==> src/rtl/hpslot_pkg.sv <==
package hpslot_pkg;
   localparam logic [3:0] EVT_CODE_ADD = 4'h0;
   localparam logic [3:0] EVT_CODE_REM = 4'h3;
   localparam logic [7:0] STS_PRESENT  = 8'h0F;
   localparam logic [7:0] STS_EMPTY    = 8'h00;
   localparam logic [7:0] CMD_EJECT    = 8'h01;

   function automatic logic [7:0] pack_desc(input logic [3:0] slot_plus1, input logic is_add);
      return {slot_plus1, is_add ? EVT_CODE_ADD : EVT_CODE_REM};
   endfunction
endpackage

==> src/rtl/hpslot_decode.sv <==
module hpslot_decode
   import hpslot_pkg::*;
#(
   parameter int NUM_SLOTS = 4,
   parameter int ADDR_W    = 4
) (
   input  logic                 reg_wr,
   input  logic [ADDR_W-1:0]    reg_addr,
   input  logic [7:0]           reg_wdata,
   input  logic [7:0]           desc,
   input  logic [NUM_SLOTS-1:0] present,
   output logic [NUM_SLOTS-1:0] eject,
   output logic [7:0]           rdata
);
   localparam logic [ADDR_W-1:0] LAST_OFS = ADDR_W'(NUM_SLOTS);

   logic cmd_ok;
   assign cmd_ok = reg_wr && (reg_wdata == CMD_EJECT);

   for (genvar i = 0; i < NUM_SLOTS; i++) begin : g_ej
      assign eject[i] = cmd_ok && (reg_addr == ADDR_W'(i + 1));
   end

   always_comb begin
      rdata = STS_EMPTY;
      if (reg_addr == '0) begin
         rdata = desc;
      end else if (reg_addr <= LAST_OFS) begin
         for (int i = 0; i < NUM_SLOTS; i++) begin
            if (reg_addr == ADDR_W'(i + 1)) rdata = present[i] ? STS_PRESENT : STS_EMPTY;
         end
      end
   end
endmodule

==> src/rtl/hpslot_slot.sv <==
module hpslot_slot #(
   parameter bit INIT_PRESENT = 1'b0
) (
   input  logic clk,
   input  logic rst_n,
   input  logic add_i,
   input  logic rem_i,
   input  logic eject_i,
   output logic present,
   output logic pwr
);
   always_ff @(posedge clk or negedge rst_n) begin
      if (!rst_n) begin
         present <= INIT_PRESENT;
         pwr     <= INIT_PRESENT;
      end else if (add_i) begin
         present <= 1'b1;
         pwr     <= 1'b1;
      end else if (eject_i) begin
         present <= 1'b0;
         pwr     <= 1'b0;
      end
   end

   a_r3_add_powers: assert property (@(posedge clk) disable iff (!rst_n)
      add_i |=> (present && pwr));
   a_r5_eject_clears: assert property (@(posedge clk) disable iff (!rst_n)
      (eject_i && !add_i) |=> (!present && !pwr));
   a_r4_remove_keeps: assert property (@(posedge clk) disable iff (!rst_n)
      (rem_i && !add_i && !eject_i) |=> ($stable(present) && $stable(pwr)));
endmodule

==> src/rtl/hpslot_desc.sv <==
module hpslot_desc
   import hpslot_pkg::*;
#(
   parameter int NUM_SLOTS = 4,
   parameter int REQ_W     = 4
) (
   input  logic             clk,
   input  logic             rst_n,
   input  logic             add_req,
   input  logic             rem_req,
   input  logic [REQ_W-1:0] req_slot,
   input  logic             any_eject,
   output logic             req_ok,
   output logic [7:0]       desc,
   output logic             evt_pulse,
   output logic             req_err
);
   localparam logic [REQ_W-1:0] SLOT_LIM = REQ_W'(NUM_SLOTS);

   logic req_any;
   assign req_any = add_req || rem_req;
   assign req_ok  = req_any && (req_slot < SLOT_LIM);

   always_ff @(posedge clk or negedge rst_n) begin
      if (!rst_n) begin
         desc      <= '0;
         evt_pulse <= 1'b0;
         req_err   <= 1'b0;
      end else begin
         evt_pulse <= req_ok;
         req_err   <= req_any && !req_ok;
         if (req_ok)         desc <= pack_desc(4'(req_slot + 1'b1), add_req);
         else if (any_eject) desc <= '0;
      end
   end

   a_r7_reject_holds: assert property (@(posedge clk) disable iff (!rst_n)
      (req_any && !req_ok && !any_eject) |=> $stable(desc));
   a_r9_add_wins: assert property (@(posedge clk) disable iff (!rst_n)
      (req_ok && add_req) |=> (desc[3:0] == EVT_CODE_ADD));
   a_r5_eject_zeroes: assert property (@(posedge clk) disable iff (!rst_n)
      (any_eject && !req_any) |=> (desc == 8'h00));
endmodule

==> src/rtl/hpslot_evt_ctrl.sv <==
module hpslot_evt_ctrl
   import hpslot_pkg::*;
#(
   parameter int                 NUM_SLOTS    = 4,
   parameter int                 ADDR_W       = 4,
   parameter int                 REQ_W        = 4,
   parameter logic [NUM_SLOTS-1:0] PRESENT_MASK = 4'b0101
) (
   input  logic                 clk,
   input  logic                 rst_n,
   input  logic                 reg_wr,
   input  logic [ADDR_W-1:0]    reg_addr,
   input  logic [7:0]           reg_wdata,
   output logic [7:0]           reg_rdata,
   input  logic                 add_req,
   input  logic                 rem_req,
   input  logic [REQ_W-1:0]     req_slot,
   output logic [NUM_SLOTS-1:0] slot_pwr,
   output logic                 evt_pulse,
   output logic                 req_err
);
   if (NUM_SLOTS < 1 || NUM_SLOTS > 15) begin : g_bad_slots
      $error("NUM_SLOTS must lie in 1..15 to fit the descriptor slot field");
   end
   if ((1 << ADDR_W) <= NUM_SLOTS) begin : g_bad_addr
      $error("ADDR_W too narrow for NUM_SLOTS offsets");
   end
   if ((1 << REQ_W) <= NUM_SLOTS) begin : g_bad_req
      $error("REQ_W too narrow to name every slot");
   end

   logic [NUM_SLOTS-1:0] present, eject;
   logic [7:0]           desc;
   logic                 req_ok;

   hpslot_decode #(.NUM_SLOTS(NUM_SLOTS), .ADDR_W(ADDR_W)) u_dec (
      .reg_wr(reg_wr), .reg_addr(reg_addr), .reg_wdata(reg_wdata),
      .desc(desc), .present(present), .eject(eject), .rdata(reg_rdata)
   );

   hpslot_desc #(.NUM_SLOTS(NUM_SLOTS), .REQ_W(REQ_W)) u_desc (
      .clk(clk), .rst_n(rst_n), .add_req(add_req), .rem_req(rem_req),
      .req_slot(req_slot), .any_eject(|eject), .req_ok(req_ok),
      .desc(desc), .evt_pulse(evt_pulse), .req_err(req_err)
   );

   for (genvar i = 0; i < NUM_SLOTS; i++) begin : g_slot
      logic hit;
      assign hit = req_ok && (req_slot == REQ_W'(i));
      hpslot_slot #(.INIT_PRESENT(PRESENT_MASK[i])) u_slot (
         .clk(clk), .rst_n(rst_n),
         .add_i(hit && add_req), .rem_i(hit && !add_req), .eject_i(eject[i]),
         .present(present[i]), .pwr(slot_pwr[i])
      );
   end

   a_r8_pulse_excl: assert property (@(posedge clk) disable iff (!rst_n)
      !(evt_pulse && req_err));
   a_r8_pulse_single: assert property (@(posedge clk) disable iff (!rst_n)
      (evt_pulse && !req_ok) |=> !evt_pulse);
endmodule

==> config.mk <==
export PLATFORM = sky130hd
export DESIGN_NAME = hpslot_evt_ctrl
export DESIGN_NICKNAME = d
export VERILOG_FILES = /design/src/rtl/hpslot_pkg.sv /design/src/rtl/hpslot_decode.sv /design/src/rtl/hpslot_slot.sv /design/src/rtl/hpslot_desc.sv /design/src/rtl/hpslot_evt_ctrl.sv
export SDC_FILE = /design/constraint.sdc
export NUM_CORES = 1
export LEC_CHECK = 0
export ABC_AREA = 1
export ABC_CLOCK_PERIOD_IN_PS = 1500
export BUFFER_PORTS_ARGS = -buffer_cell sky130_fd_sc_hd__buf_2
export CAP_MARGIN = 10
export CORE_MARGIN = 1
export CORE_UTILIZATION = 24
export DETAILED_ROUTE_END_ITERATION = 7
export HOLD_SLACK_MARGIN = 0.1
export SYNTH_ARGS = -nofsm -noshare
export SYNTH_HDL_FRONTEND = slang
export SYNTH_SLANG_ARGS = --single-unit
==> constraint.sdc <==
create_clock -name clk -period 1.5 [get_ports clk]
set_input_delay 0.15 -clock clk [delete_from_list [all_inputs] [get_ports clk]]
set_output_delay 0.15 -clock clk [all_outputs]
set_load 0.01 [all_outputs]
* Word-level counts from Yosys, hierarchy flattened
Index checks and enable logic that the tools add are counted.
** Storage, ports and cells
- Register bits after elaboration :: 14
- Bits of input ports :: 21
- Output and inout port bits :: 14
- Word-level logic and storage cells :: 64
** Cells by class
- Add/subtract/negate cells :: 1
- $lt $le $gt $ge :: 2
- Equality and inequality tests :: 8
- Multiplexer cells :: 21
- Reduce and logical (&&, ||, !) cells :: 25
** Operators with widths (count)
- $mux W8 :: 8
- $eq A4 B2 Y1 const B :: 4
- $mux W4 :: 4
- $logic_and A1 B1 Y1 :: 15
- $reduce_bool A2 Y1 :: 5
- $eq A4 B1 Y1 const B :: 2
- $eq A8 B1 Y1 const B :: 1
- $logic_not A4 Y1 :: 2
- $mux W1 :: 8
- $add A4 B1 Y4 const B :: 1
- $eq A4 B3 Y1 const B :: 1
- $le A4 B3 Y1 const B :: 1
- $lt A4 B3 Y1 const B :: 1
- $reduce_or A4 Y1 :: 1
- $mux W2 :: 1
- $logic_not A1 Y1 :: 1
- $logic_or A1 B1 Y1 :: 1

* Depth between registers and ports, before layout
Gate-level depths: netlist (run 1).
- Depth after elaboration :: 7
- Gate-level depth with buffers :: 7
- Depth with buffers taken out :: 7

* Cells and area by module
Synthesis (run 1) repeated with hierarchy kept, for this count alone.
** Second synthesis, totals
- Cells, all modules :: 128
- Area, all modules :: 833.3 µm²
** Modules (own cells, without submodules)
- hpslot_desc :: times used 1, cells an instance 35, area an instance 331.6 µm², seq. area each 175.2 µm²
- hpslot_decode :: times used 1, cells an instance 47, area an instance 219.0 µm², seq. area each 0.0 µm²
- hpslot_slot (g_slot[0].u_slot ...) :: times used 2, cells an instance 6, area an instance 48.8 µm², seq. area each 26.3 µm²
- hpslot_slot (g_slot[1].u_slot ...) :: times used 2, cells an instance 6, area an instance 47.5 µm², seq. area each 25.0 µm²
- hpslot_evt_ctrl :: times used 1, cells an instance 22, area an instance 90.1 µm², seq. area each 0.0 µm²

* Worst setup path after synthesis (run 1)
No wires, ideal clock.
- Path kind :: register to output
- Start point :: register g_slot[0].u_slot.present
- End point :: output reg_rdata[3]
- Arrival :: 1012 ps
- Required time :: 1350 ps
- Slack :: 338 ps
- Stages on the path, launching flop included :: 6
- Buffers on the path :: 1
- Cells stage by stage :: dfstp_2 > nand4_1 > o21ai_0 > nand2_1 > nand2_1 > buf_4
** On the way
- Cells in the longest elaborated chain, start to end :: 7
** Ends and longest elaborated chain
- start, declared :: RTL line hpslot_slot.sv:9 : output logic present,
- start signal, assigned :: RTL line hpslot_slot.sv:14 : present <= INIT_PRESENT;
- start signal, assigned :: RTL line hpslot_slot.sv:17 : present <= 1'b1;
- start signal, assigned :: RTL line hpslot_slot.sv:20 : present <= 1'b0;
- $mux W4 :: RTL line hpslot_decode.sv:30 : if (reg_addr == ADDR_W'(i + 1)) rdata = present[i] ? STS_PRESENT : STS_EMPTY;
- $mux W8 (4 in a row) :: RTL line hpslot_decode.sv:30
- $mux W8 :: RTL line hpslot_decode.sv:28 : end else if (reg_addr <= LAST_OFS) begin
- $mux W8 :: RTL line hpslot_decode.sv:26 : if (reg_addr == '0) begin
- end, declared :: RTL line hpslot_evt_ctrl.sv:14 : output logic [7:0] reg_rdata,
Every way passes these cells.

* Worst setup path after layout (run 1)
Same ends and word-level chain as after synthesis.

==> flow_summary.ini, run 1 <==
[placed_design]
place_area_um2 = 907
port_buffers = 34
detailed_place_hpwl_mm = 1.28
place_ws_ns = 0.304
dp_cells = 162
gp_congestion = 0.820

[global_route]
grt_pass1_wl_mm = 2.47
grt-busiest-layer = met2
grt_usage_pct = 9.53
antenna_found_initial = 0
grt_max_degree = 12
grt-ovfl-total = 0
use_met1_pct = 10.7
use_met3_pct = 1.12
grt_pass1_vias = 654
met2_usage_pct = 16.9

[clock_network]
clkSinkCount = 11
cts_max_level = 1
cts_tree = yes
clock_latency_ns = 0.26
clk_path_buf_depth = 2
cts-buffers-inserted = 3
root_buffer = clkbuf_4
clk_pin_slew_ns = 0.06

[timing]
rsz0062_at_grt = yes
drv_slew = 0
setup-tns-final_ns = 0
hold_viol_final = 0
post-route-period-util_pct = 95.1
skew_ns = 0
period_minus_slack_ns = 1.43
finalSetupViolCount = 0
slew-limit-headroom_pct = 76.1
worst_pin_slew_ns = 0.356
fmax_ghz = 0.701
fin_ws_ns = 0.0730

[synthesis]
syn-num-nets = 128
synth_top_cell_by_area = dfrtp_1
synth_top_cell_area_share_pct = 30.3
avgSynthCellArea_um2 = 7.22
ys_types = 19
synth_seq_cells = 11
synthArstFlopShare_pct = 100
synth_edf_count = 0
synth_area_um2 = 743
yosys_most_used_dff = dfrtp_1
synth_seq_area_share_pct = 37.4
yosys_warnings = 0
netlist_instances = 103
synth_area_leaders = dfrtp_1, nand2_1, nor2_1, dfstp_2, inv_1

[cells_and_area]
finalNetCount = 162
antenna_cells = 0
drive_gt1_share_pct = 35.3
instances_no_fill = 167
stdcell_area_um2 = 943
syn2layout_area_growth_pct = 26.9
nFillCells = 321

[route]
wl_mm = 1.44
first_pass_iters = 5
drt-initial-drc-count = 27
num_vias = 681
wl_per_cell_um = 8.65
via_per_inst = 4.08
drc = 5
ant_nets = 0

[critical_path]
crit_type = reg2out
cp_cell_sequence = nand4_1 > o21ai_1 > nand2_1 > nand2_1 > buf_2
path_buf_inv = 1
slowest_stage = dfstp_2
crit_arrival_ns = 1.28
cp_top_family = flip-flops
end_kind = primary output
crit_required_ns = 1.35
cp_max_fo = 3
slowest_delay_ns = 0.54
critPathMostFrequentCell = nand2_1
cp-start-kind = flop

[floorplan]
ioPinCount = 35
start_util_pct = 26.1
rows = 19
dieHeight_um = 57.7
core_um2 = 2850
die_w_um = 57.7
die_area_um2 = 3320

[job]
maxCapViolCount = 0

[status]
run_status = complete, but fails checks
violations = DRC

[power_and_ir_drop]
p_leak_nw = 0.550
power_uw = 745
powerDensity_nw_per_um2 = 790
ir_drop_mv = 0.190

[hold_path]
hold_path.class = in2reg
==> cells in the mapped netlist (2+ instances only) <==
cell type	n
nand2_1	30
nor2_1	16
inv_1	14
dfrtp_1	9
nand3_1	8
buf_4	6
ha_1	4
dfstp_2	2
inv_2	2
nand3_2	2
nor3_1	2
==> path summary, 6_finish.rpt <==
check                                               from                        to  slack [ns]  cells past startpoint
worst max-delay path            g_slot[0].u_slot.present              reg_rdata[3]        0.07                      5
max in group asynchronous                          rst_n  g_slot[0].u_slot.present        0.96                      2
worst min register to register  g_slot[2].u_slot.present  g_slot[2].u_slot.present        0.48                      2
worst min-delay path                             rem_req            u_desc.req_err        0.13                      3
min in group asynchronous                          rst_n          u_desc.evt_pulse        0.28                      2
worst max register to register  g_slot[0].u_slot.present  g_slot[0].u_slot.present        0.79                      2
==> state kept, by name, summed over array words and instances, names as in the netlist <==
| signal | count |
|---|---|
| u_desc.desc | 5 |
| g_slot.u_slot.present | 2 |
| g_slot.u_slot.pwr | 2 |
| u_desc.evt_pulse | 1 |
| u_desc.req_err | 1 |
==> routing by layer <==
layer	up-vias	routed length (um)
li1	377	-
met1	283	633
met2	19	700
met3	2	88
met4	0	22
met5	-	0
==> stage by stage <==
| stage | hold slack [ns] | util (%) |
|---|---|---|
| floorplan | -0.146 | - |
| global placement | 0.0237 | 31.8 |
| detailed placement | 0.0286 | 31.8 |
| CTS | 0.123 | 33.1 |
| global route | 0.145 | 33.1 |
| finish | 0.131 | 33.1 |
==> layout make-up <==
| cell class | instances | area (um^2) | share of cell area, % |
|---|---|---|---|
| clock buffer | 4 | 26.3 | 2.79 |
| inverter | 16 | 60.1 | 6.37 |
| multi-input combinational | 70 | 360 | 38.2 |
| sequential | 11 | 278 | 29.4 |
| tap | 31 | 38.8 | 4.11 |
| timing repair buffer | 35 | 180 | 19.1 |
==> worst register-to-register path, stage by stage (launching register included) <==
cell     delay [ns]
dfstp_2        0.54
nand2_1        0.06
nand2_1        0.05
==> kinds of logic (layout without fill, tap and decap cells) <==
kind of cell | count (synthesis) | after routing | synth area share, %
simple gates | 63 | 63 | 39.2
buf+inv | 22 | 55 | 14.1
flops | 11 | 11 | 37.4
fa+ha+maj | 4 | 4 | 6.73
compound gates | 3 | 3 | 2.52
==> timing repair <==
item,CTS,global route
gates resized for setup,0,1
buffers inserted,0,0
setup endpoints to repair,0,4
hold endpoints to repair,11,0
hold buffers,1,0
==> layout by cell type, fill, tap and decap left out <==
cell type,Yosys,final
buf_2,0,34
clkbuf_1,0,1
clkbuf_4,0,3
dfrtp_1,9,9
dfstp_2,2,2
dlygate4sd3_1,0,1
ha_1,4,4
inv_1,14,14
inv_2,2,2
nand2_1,30,30
nand2_2,1,1
nand3_1,8,8
nand3_2,2,2
nand4_1,1,1
nor2_1,16,16
nor2_2,1,1
nor2_4,1,1
nor3_1,2,2
nor3b_4,1,1
o21ai_1,1,2
o21ai_2,1,1
==> power by group <==
part	switching [mW]	internal (mW)	leakage, nW
clock network	0.0884	0.103	0.0150
logic	0.107	0.0804	0.404
registers	0.0236	0.344	0.131
total	0.219	0.527	0.550
Power figures use the tool's default switching activity.
==> run 2, diff against run 1 <==
--- a/config.mk
+++ b/config.mk
@@ -11,6 +11,7 @@
 export CAP_MARGIN = 10
 export CORE_MARGIN = 1
 export CORE_UTILIZATION = 24
+export CTS_BUF_LIST = sky130_fd_sc_hd__clkbuf_8
 export DETAILED_ROUTE_END_ITERATION = 7
 export HOLD_SLACK_MARGIN = 0.1
 export SYNTH_ARGS = -nofsm -noshare
==> flow_summary.ini, run 2 (synthesis results as in run 1) <==
[status]
run_status = complete, but fails checks
violations = DRC

[timing]
skew_ns = 0
hold_viol_final = 0
post-route-period-util_pct = 93.4
period_minus_slack_ns = 1.40
worst_pin_slew_ns = 0.356
setup-tns-final_ns = 0
drv_slew = 0
slew-limit-headroom_pct = 76.1
fmax_ghz = 0.713
finalSetupViolCount = 0
rsz0062_at_grt = no

[floorplan]
ioPinCount = 35
start_util_pct = 26.1
rows = 19
die_w_um = 57.7
dieHeight_um = 57.7
core_um2 = 2850
die_area_um2 = 3320

[cells_and_area]
drive_gt1_share_pct = 35.3
syn2layout_area_growth_pct = 29.5
nFillCells = 319
top_regs = u_desc.desc (5), g_slot.u_slot.present (2), g_slot.u_slot.pwr (2)
regMostFlops = u_desc.desc
layout_common_cells = buf_2, nand2_1, nor2_1
largest_reg_flops = 5
stdcell_area_um2 = 962
finalNetCount = 162
post-route-util_pct = 33.7
antenna_cells = 0
layout_commonest_cell = buf_2

[global_route]
grt_pass1_wl_mm = 2.52
grt_usage_pct = 9.95
grt-ovfl-total = 0
antenna_found_initial = 0
grt_max_degree = 12
grt_pass1_vias = 658

[critical_path]
crit_arrival_ns = 1.25
cp-start-kind = flop
reg2regPathDepth = 2
slowest_delay_ns = 0.53
r2r_end = g_slot[0].u_slot.present
timing.rr.start = g_slot[0].u_slot.present
cp_max_fo = 3
slowest_stage = dfstp_2
crit_required_ns = 1.35
cp_cell_sequence = nand4_1 > o21ai_0 > nand2_1 > nand2_1 > buf_2
critPathMostFrequentCell = nand2_1
crit_type = reg2out
rrSetupSlack_ns = 0.80
end_kind = primary output

[placed_design]
detailed_place_hpwl_mm = 1.28
gp_congestion = 0.820
place_area_um2 = 907
port_buffers = 34

[clock_network]
cts_tree = yes
clkSinkCount = 11
postCtsResizedCells = 0
clk_pin_slew_ns = 0.05
clk_path_buf_depth = 2
cts-buffers-inserted = 3
clock_latency_ns = 0.23
cts_max_level = 1
root_buffer = clkbuf_8
post_cts_buffers = 0
postCtsHoldBufs = 1

[hold_path]
min_to = u_desc.req_err
hold_path.class = in2reg
hold_start = rem_req
min_delay_path_depth = 3

[power_and_ir_drop]
p_clk_share_pct = 33.6
p_switching_uw = 231
p_seq_share_pct = 44.1
pwr-share-comb_pct = 22.3
ir_drop_mv = 0.212
p_leak_nw = 0.561
powerDensity_nw_per_um2 = 868
power.share.switching_pct = 27.7
power_uw = 835
p_int_uw = 604

[route]
wl_mm = 1.46
first_pass_iters = 5
drt-initial-drc-count = 20
ant_nets = 0
wl_per_cell_um = 8.74
drc = 5
via_per_inst = 4.10
num_vias = 685

[job]
maxCapViolCount = 0
run 2: cell count changes in the layout (fill, tap and decap cells not counted), sizes merged:
cell    previous run  this run
inv               16        17
clkbuf             4         3
run 2: layout make-up:
| class | count | area [um^2] | share of cell area (%) |
|---|---|---|---|
| Multi-Input combinational cell | 70 | 360 | 37.5 |
| Sequential cell | 11 | 278 | 28.9 |
| Timing Repair Buffer | 35 | 180 | 18.7 |
| Inverter | 16 | 60.1 | 6.24 |
| Clock buffer | 3 | 41.3 | 4.29 |
| Tap cell | 31 | 38.8 | 4.03 |
| Clock inverter | 1 | 3.75 | 0.390 |
run 2: per-layer routing:
metal	vias up	track usage [%]	routed length, um
met4	0	8.50	48
met3	5	1.12	94
met1	283	10.9	626
met5	-	0	0
li1	375	-	-
met2	22	17.1	690
run 2: worst max-delay path, delay by kind of cell (launching register included):
kind / cells / cell delay [ns]
flops: 1 / 0.53
simple gates: 3 / 0.27
compound gates: 1 / 0.09
buf+inv: 1 / 0.13
run 2: power groups by stage:
stage | clock [mW] | sequential [mW] | combinational [mW]
3_3_place_gp | 0 | 0.374 | 0.183
4_1_cts | 0.294 | 0.369 | 0.190
3_5_place_dp | 0 | 0.373 | 0.188
6_report | 0.280 | 0.369 | 0.186
2_1_floorplan | 0 | 0.370 | 0.133
5_1_grt | 0.314 | 0.374 | 0.215
run 2: how the worst max path moves through the flow:
stage	start	to	slack (ns)	cells after the start
final	g_slot[0].u_slot.present	reg_rdata[3]	0.1	5
after global routing	g_slot[0].u_slot.present	reg_rdata[2]	0.005	5
after CTS	g_slot[0].u_slot.present	reg_rdata[3]	0.09	5
after detailed placement	reg_addr[3]	reg_rdata[1]	0.30	8
after global placement	g_slot[0].u_slot.present	reg_rdata[2]	0.36	5
after floorplan	g_slot[0].u_slot.present	reg_rdata[3]	0.34	5
run 2: metrics by stage:
stage	hold WS (ns)	worst slack [ns]	std cells
after CTS	0.149	0.0882	167
after detailed placement	0.0286	0.304	162
after global placement	0.0237	0.358	162
final	0.155	0.0983	167
after floorplan	-0.146	0.338	103
after global routing	0.174	0.00466	167
